**config.mk**
```make
export PLATFORM = sky130hd
export DESIGN_NAME = kbd_spi_slave
export DESIGN_NICKNAME = d
export VERILOG_FILES = /design/src/rtl/kbd_spi_pkg.sv /design/src/rtl/kbd_sync.sv /design/src/rtl/kbd_rx_shift.sv /design/src/rtl/kbd_attn_ctl.sv /design/src/rtl/kbd_spi_slave.sv
export SDC_FILE = /design/constraint.sdc
export NUM_CORES = 1
export LEC_CHECK = 0
export ABC_CLOCK_PERIOD_IN_PS = 2900
export BUFFER_PORTS_ARGS = -buffer_cell sky130_fd_sc_hd__buf_2
export CAP_MARGIN = 20
export CORE_MARGIN = 2
export CORE_UTILIZATION = 30
export DETAILED_ROUTE_END_ITERATION = 8
export PLACE_DENSITY_LB_ADDON = 0.08
export SYNTH_ARGS = -nofsm -noshare
export SYNTH_HDL_FRONTEND = slang
export SYNTH_SLANG_ARGS = --single-unit
```
**constraint.sdc**
```tcl
create_clock -name clk -period 2.9 [get_ports clk]
set_clock_uncertainty 0.05 [all_clocks]
set_input_delay 0.29 -clock clk [delete_from_list [all_inputs] [get_ports clk]]
set_output_delay 0.29 -clock clk [all_outputs]
set_load 0.005 [all_outputs]
```
**src/rtl/kbd_spi_pkg.sv**
```systemverilog
package kbd_spi_pkg;

   typedef enum logic {
      ORD_MSB_FIRST = 1'b0,
      ORD_LSB_FIRST = 1'b1
   } bit_order_e;

   // lane positions inside the synchronizer vector
   localparam int unsigned LANE_SCLK = 0;
   localparam int unsigned LANE_SEL  = 1;
   localparam int unsigned LANE_DATA = 2;
   localparam int unsigned LANES     = 3;

endpackage

```
**src/rtl/kbd_sync.sv**
```systemverilog
module kbd_sync #(
   parameter int unsigned     W       = 3,
   parameter int unsigned     STAGES  = 2,
   parameter logic [W-1:0]    RST_VAL = '0
) (
   input  logic         clk,
   input  logic         rst_n,
   input  logic [W-1:0] d_i,
   output logic [W-1:0] q_o
);

   generate
      if (STAGES < 2) begin : g_bad_depth
         $error("kbd_sync: STAGES must be at least 2");
      end
      if (W < 1) begin : g_bad_width
         $error("kbd_sync: W must be at least 1");
      end
   endgenerate

   logic [W-1:0] stage_q [STAGES];

   generate
      for (genvar s = 0; s < STAGES; s++) begin : g_stage
         if (s == 0) begin : g_head
            always_ff @(posedge clk or negedge rst_n) begin
               if (!rst_n) stage_q[s] <= RST_VAL;
               else        stage_q[s] <= d_i;
            end
         end else begin : g_tail
            always_ff @(posedge clk or negedge rst_n) begin
               if (!rst_n) stage_q[s] <= RST_VAL;
               else        stage_q[s] <= stage_q[s-1];
            end
         end
      end
   endgenerate

   assign q_o = stage_q[STAGES-1];

endmodule

```
**src/rtl/kbd_rx_shift.sv**
```systemverilog
module kbd_rx_shift #(
   parameter int unsigned              DATA_W = 8,
   parameter kbd_spi_pkg::bit_order_e  ORDER  = kbd_spi_pkg::ORD_MSB_FIRST
) (
   input  logic              clk,
   input  logic              rst_n,
   input  logic              sclk_rise_i,
   input  logic              sel_fall_i,
   input  logic              sel_rise_i,
   input  logic              sel_idle_i,
   input  logic              data_i,
   output logic [DATA_W-1:0] byte_o,
   output logic              vld_o,
   output logic              first_o,
   output logic              ferr_o
);

   localparam int unsigned CNT_W = (DATA_W < 2) ? 1 : $clog2(DATA_W);
   localparam logic [CNT_W-1:0] LAST_BIT = CNT_W'(DATA_W - 1);

   generate
      if (DATA_W < 2) begin : g_bad_width
         $error("kbd_rx_shift: DATA_W must be at least 2");
      end
   endgenerate

   logic [CNT_W-1:0]  cnt_q;
   logic [DATA_W-1:0] shreg_q;
   logic [DATA_W-1:0] shreg_nxt;
   logic              first_pend_q;
   logic              take_bit;
   logic              last_bit;

   assign take_bit = sclk_rise_i && !sel_idle_i;
   assign last_bit = (cnt_q == LAST_BIT);

   generate
      if (ORDER == kbd_spi_pkg::ORD_MSB_FIRST) begin : g_msb
         assign shreg_nxt = {shreg_q[DATA_W-2:0], data_i};
      end else begin : g_lsb
         assign shreg_nxt = {data_i, shreg_q[DATA_W-1:1]};
      end
   endgenerate

   // bit counter and shift register
   always_ff @(posedge clk or negedge rst_n) begin
      if (!rst_n) begin
         cnt_q   <= '0;
         shreg_q <= '0;
      end else if (sel_idle_i) begin
         cnt_q   <= '0;
      end else if (take_bit) begin
         shreg_q <= shreg_nxt;
         cnt_q   <= last_bit ? '0 : cnt_q + 1'b1;
      end
   end

   // first-byte marker of the current transfer
   always_ff @(posedge clk or negedge rst_n) begin
      if (!rst_n) begin
         first_pend_q <= 1'b0;
      end else if (sel_fall_i) begin
         first_pend_q <= 1'b1;
      end else if (sel_rise_i || (take_bit && last_bit)) begin
         first_pend_q <= 1'b0;
      end
   end

   // byte presentation and framing error
   always_ff @(posedge clk or negedge rst_n) begin
      if (!rst_n) begin
         byte_o  <= '0;
         vld_o   <= 1'b0;
         first_o <= 1'b0;
         ferr_o  <= 1'b0;
      end else begin
         vld_o   <= take_bit && last_bit;
         first_o <= take_bit && last_bit && first_pend_q;
         ferr_o  <= sel_rise_i && (cnt_q != '0);
         if (take_bit && last_bit) byte_o <= shreg_nxt;
      end
   end

   AST_VLD_ONE_CYCLE: assert property (@(posedge clk) disable iff (!rst_n)
      vld_o |=> !vld_o);

   AST_FIRST_WITH_VLD: assert property (@(posedge clk) disable iff (!rst_n)
      first_o |-> vld_o);

   AST_IDLE_NO_COUNT: assert property (@(posedge clk) disable iff (!rst_n)
      (sel_idle_i && $past(sel_idle_i)) |-> (cnt_q == '0 && !vld_o));

   AST_FERR_AFTER_REL: assert property (@(posedge clk) disable iff (!rst_n)
      ferr_o |-> ($past(sel_rise_i) && !vld_o));

endmodule

```
**src/rtl/kbd_attn_ctl.sv**
```systemverilog
module kbd_attn_ctl (
   input  logic clk,
   input  logic rst_n,
   input  logic req_i,
   input  logic sel_idle_i,
   input  logic sel_rise_i,
   output logic attn_o
);

   logic pend_q;
   logic attn_q;
   logic raise;

   assign raise = pend_q && sel_idle_i && !sel_rise_i && !attn_q;

   // a request is held until it can be shown to the host
   always_ff @(posedge clk or negedge rst_n) begin
      if (!rst_n)     pend_q <= 1'b0;
      else if (req_i) pend_q <= 1'b1;
      else if (raise) pend_q <= 1'b0;
   end

   always_ff @(posedge clk or negedge rst_n) begin
      if (!rst_n)          attn_q <= 1'b0;
      else if (sel_rise_i) attn_q <= 1'b0;
      else if (raise)      attn_q <= 1'b1;
   end

   assign attn_o = attn_q;

   AST_NO_RAISE_BUSY: assert property (@(posedge clk) disable iff (!rst_n)
      $rose(attn_q) |-> $past(sel_idle_i));

   AST_DROP_ON_REL: assert property (@(posedge clk) disable iff (!rst_n)
      (sel_rise_i && attn_q) |=> !attn_q);

   AST_IDLE_REQ_RAISES: assert property (@(posedge clk) disable iff (!rst_n)
      (pend_q && sel_idle_i && !sel_rise_i && !attn_q) |=> attn_q);

endmodule

```
**src/rtl/kbd_spi_slave.sv**
```systemverilog
module kbd_spi_slave #(
   parameter int unsigned              DATA_W      = 8,
   parameter int unsigned              SYNC_STAGES = 2,
   parameter kbd_spi_pkg::bit_order_e  ORDER       = kbd_spi_pkg::ORD_MSB_FIRST
) (
   input  logic              clk,
   input  logic              rst_n,
   input  logic              sclk_i,
   input  logic              sel_n_i,
   input  logic              mosi_i,
   output logic              miso_o,
   output logic              attn_n_o,
   input  logic              rpt_req_i,
   output logic [DATA_W-1:0] byte_o,
   output logic              byte_vld_o,
   output logic              first_o,
   output logic              frame_err_o
);

   import kbd_spi_pkg::*;

   localparam logic [LANES-1:0] SYNC_RST = LANES'(1) << LANE_SEL;

   logic [LANES-1:0] raw_in;
   logic [LANES-1:0] synced;
   logic             sclk_s, sel_s, data_s;
   logic             sclk_d, sel_d;
   logic             sclk_rise, sel_rise, sel_fall;
   logic             attn;

   assign raw_in[LANE_SCLK] = sclk_i;
   assign raw_in[LANE_SEL]  = sel_n_i;
   assign raw_in[LANE_DATA] = mosi_i;

   kbd_sync #(
      .W       (LANES),
      .STAGES  (SYNC_STAGES),
      .RST_VAL (SYNC_RST)
   ) u_sync (
      .clk   (clk),
      .rst_n (rst_n),
      .d_i   (raw_in),
      .q_o   (synced)
   );

   assign sclk_s = synced[LANE_SCLK];
   assign sel_s  = synced[LANE_SEL];
   assign data_s = synced[LANE_DATA];

   always_ff @(posedge clk or negedge rst_n) begin
      if (!rst_n) begin
         sclk_d <= 1'b0;
         sel_d  <= 1'b1;
      end else begin
         sclk_d <= sclk_s;
         sel_d  <= sel_s;
      end
   end

   assign sclk_rise = sclk_s && !sclk_d;
   assign sel_rise  = sel_s && !sel_d;
   assign sel_fall  = !sel_s && sel_d;

   kbd_rx_shift #(
      .DATA_W (DATA_W),
      .ORDER  (ORDER)
   ) u_rx (
      .clk         (clk),
      .rst_n       (rst_n),
      .sclk_rise_i (sclk_rise),
      .sel_fall_i  (sel_fall),
      .sel_rise_i  (sel_rise),
      .sel_idle_i  (sel_s),
      .data_i      (data_s),
      .byte_o      (byte_o),
      .vld_o       (byte_vld_o),
      .first_o     (first_o),
      .ferr_o      (frame_err_o)
   );

   kbd_attn_ctl u_attn (
      .clk        (clk),
      .rst_n      (rst_n),
      .req_i      (rpt_req_i),
      .sel_idle_i (sel_s),
      .sel_rise_i (sel_rise),
      .attn_o     (attn)
   );

   assign attn_n_o = !attn;
   assign miso_o   = attn;

   AST_RESET_QUIET: assert property (@(posedge clk)
      !rst_n |-> (attn_n_o && !miso_o && !byte_vld_o && !frame_err_o));

   AST_BYTE_NEEDS_SEL: assert property (@(posedge clk) disable iff (!rst_n)
      byte_vld_o |-> $past(!sel_s));

endmodule

```
==> impl.org <==
** Status
- Outcome :: finished clean

** Floorplanning
- Die X :: between 60 and 70 microns
- Count of standard-cell rows :: 23
- The region available for standard cell placement spans ~0.0040 sq mm.
- The die is 68.00 microns tall.
- For this design the top-level I/O count stands at 19.
- Initial Util :: ~31%
- The floorplan step defined a die boundary enclosing approximately 0.0046 sq mm.

** Critical path
- Data arrival, critical path :: about 1.8 ns
- The worst setup path is launched from a flop.
- Data on the critical path is required at its endpoint by between 3 and 4 ns.
- Along the worst path, the maximum fanout reaches 10.
- The critical path in this run is classified as reg -> reg.
- STA classifies the critical path endpoint as a flop.

** Logic synthesis
- Yosys instantiated no cell more often than sky130_fd_sc_hd__dfrtp_1.
- Counting flops and latches in the post-synthesis netlist gives 32.
- After synthesis the cells add up to 0.001229 sq mm.
- Count of warnings emitted by yosys :: 0
- Share of synthesized registers carrying an async set or reset :: 100.0%
- Yosys mapped the design onto 20 distinct sky130hd cell types.
- Most common flop cell mapped by yosys :: sky130_fd_sc_hd__dfrtp_1
- Post-synthesis net count :: between 80 and 90
- Ranking of synthesized cells by area :: sky130_fd_sc_hd__dfrtp_1 (59%), sky130_fd_sc_hd__mux2_4 (9.8%), sky130_fd_sc_hd__dfstp_2 (6.4%)
- Avg Cell Area, Syn :: 15.96 sq um
- After synthesis, the largest area contributor takes up between 50% and 60% of total cell area.
- Yosys mapped a number of flops with a built-in enable equal to 0.
- Number of cells produced by synthesis :: 77
- Cell taking the most area after synthesis :: sky130_fd_sc_hd__dfrtp_1
- By count the netlist is led by sky130_fd_sc_hd__dfrtp_1 (29), sky130_fd_sc_hd__mux2_4 (8), sky130_fd_sc_hd__mux2_2 (7).
- Sequential fraction of the synthesis area :: between 60 and 70%

** Detailed routing
- In the routed layout, each cell is associated on average with a via count of between 4 and 5.
- First drt pass iteration count :: 2
- Summed over all layers, the routed wires come to between 1.5 and 2 mm.
- Vias :: between 600 and 700
- Detail Route Antenna Nets :: 0
- Detailed router's first-iteration violation count :: 6
- Post-route DRC violation count :: 0
- DR WL/cell :: about 12 microns

** STA
- Summed negative setup slack over all endpoints :: 0 ns
- Slew Limit Fails :: 0
- Maximum frequency from static timing analysis :: a little over 0.6 GHz
- Final critical delay including setup and external delays :: 1.645 ns
- At the pin with the least slew margin, the transition time is slightly below 0.7 ns.
- The tightest hold path in the finished design has a slack of approximately 0.0013 ns.
- In this run the tightest slew margin relative to its limit is ~54%.
- Setup violations remaining at the end of the flow were counted as 0.
- Setup repair after global routing left no endpoint under its margin.
- Final-report hold violation count :: 0
- In the finished design, the share of the clock period the worst path needs comes to 56.73%.

** CTS
- The cell sitting at the root of the clock tree is a sky130_fd_sc_hd__clkbuf_8.
- The later pin in the worst-skew pair is clocked with a latency of roughly 0.28 ns.
- Number of clock sinks seen by CTS :: 32
- Number of buffers on the longest clock path :: 2
- Clock-pin slew on the worst setup and hold paths :: 0.06 ns
- Hold bufs inserted after CTS :: 0
- TritonCTS clock tree :: done
- Buffers inserted during post-CTS setup optimization :: 0
- TritonCTS Buffers :: 5
- H-tree depth :: 2
- The number of gates resized after CTS was 0.

** Power and ir drop
- For this design the ratio of total power to cell area is 660.0 mW/mm^2.
- The analysis attributes to cell leakage a power of 0.7149 nW.
- Worst IR Drop VDD :: around 280 uV

** Placement
- At the end of routability-driven placement, the weighted congestion stood at between 0.7 and 0.8.
- The placed instances occupy a cell area of roughly 0.0014 sq mm.
- During placement, the flow inserted port buffers numbering 18.
- Once detailed placement completed, the half-perimeter wirelength came to between 1 and 1.5 mm.

** GRT
- The initial antenna violation count came to 0.
- The first global-routing pass estimated 3.008 mm of wire.
- Entering global routing, the biggest net connects 33 pins.
- GRT Overall Usage :: roughly a tenth
- GRT Residual Overflow :: 0
- Via count of the first global-routing pass :: 647

** Min path
- In this run the worst hold path is classified as in -> async.

** Job
- The tool flagged a number of max-cap violations equal to 0.

** Final layout
- Diodes inserted :: 0
- From synthesis to final layout, the design area changed by 17.21%.
- Final design utilization :: 36.26%
- Nets :: 109
- Final instance area :: 0.001440 sq mm
- Cells with a size suffix above 1 make up a little under half of the layout.
per-stage QoR:
stage               instances  power (W)  setup WS [ns]
finish                    151  0.0009505          1.255
global route              151   0.001003          1.159
CTS                       151  0.0009741          1.217
detailed placement        143  0.0006224          1.222
global placement          143  0.0006196          1.240
floorplan                  77  0.0005879          1.283
state kept, by name, indices dropped and copies added, names as in the netlist:
name               flops
sel_d                  1
u_attn.attn_o          1
u_attn.pend_q          1
u_rx.first_o           1
u_sync.stage_q         3
u_rx.ferr_o            1
u_rx.byte_o            8
u_rx.first_pend_q      1
u_rx.shreg_q           7
sclk_d                 1
u_rx.vld_o             1
u_sync.q_o             3
u_rx.cnt_q             3
logic make-up (layout without fill, tap and decap cells):
kind of cell	Yosys count	after routing	synth area share, %
xor gates and xnor gates	1	1	0.7130
adders and majority gates	3	3	3.055
buffers and inverters	6	30	3.767
AOI/OAI and AO/OA	5	5	2.036
DFF	32	32	65.48
and+or+nand+nor	13	13	7.129
muxes	17	17	17.82
critical path: stages (launching register included):
cell	delay [ns]
sky130_fd_sc_hd__dfstp_2	0.43
sky130_fd_sc_hd__nor3b_4	0.41
sky130_fd_sc_hd__and2_4	0.32
sky130_fd_sc_hd__mux2_4	0.31
final cells by class:
type | count | area (sq um)
fill | 408 | 2531
sequential | 32 | 804.5
multi-input combinational | 39 | 377.9
clock buffer | 8 | 90.09
timing repair buffer | 18 | 90.09
tap | 50 | 62.56
inverter | 4 | 15.01
layer usage:
metal / wire [microns] / GRT usage, % / up-vias / share of wire (%)
met1: 805 / 10.60 / 313 / 45
li1: - / - / 301 / -
met3: 128 / 4.934 / 5 / 7.2
met2: 806 / 13.71 / 18 / 45
met5: 0 / 0 / - / 0
met4: 48 / 6.000 / 0 / 2.7
power by group:
| group | total [W] | internal, W | switching, W |
|---|---|---|---|
| clock | 0.000341 | 0.000193 | 0.000148 |
| sequential | 0.000538 | 0.000500 | 0.0000378 |
| combinational | 0.0000718 | 0.0000447 | 0.0000271 |
cells in the final DEF, fill, tap and decap left out, drive strengths merged, types with 2 or more instances in the layout:
master / netlist / routed
nor2: 3 / 3
nand2: 2 / 2
nand2b: 2 / 2
and3: 2 / 2
dfrtp: 29 / 29
a21oi: 3 / 3
inv: 4 / 4
buf: 2 / 18
dfstp: 3 / 3
clkbuf: 0 / 8
mux2i: 2 / 2
ha: 3 / 3
mux2: 15 / 15
o21ai: 2 / 2
final timing paths:
path,depth (start not counted),endpoint,from,slack (ns)
min in group clk,1,u_sync.stage_q[4]$_DFF_PN1_,sel_n_i,0.06
setup / recovery,3,u_rx.byte_o[0]$_DFFE_PN0P_,u_sync.q_o[1]$_DFF_PN1_,1.25
hold reg to reg,0,u_sync.q_o[2]$_DFF_PN0_,u_sync.stage_q[5]$_DFF_PN0_,0.30
setup reg to reg,3,u_rx.byte_o[0]$_DFFE_PN0P_,u_sync.q_o[1]$_DFF_PN1_,1.25
max in group asynchronous,1,u_rx.cnt_q[0]$_DFFE_PN0P_,rst_n,2.35
hold / removal,1,u_rx.byte_o[4]$_DFFE_PN0P_,rst_n,0.001
Power figures use the tool's default switching activity.
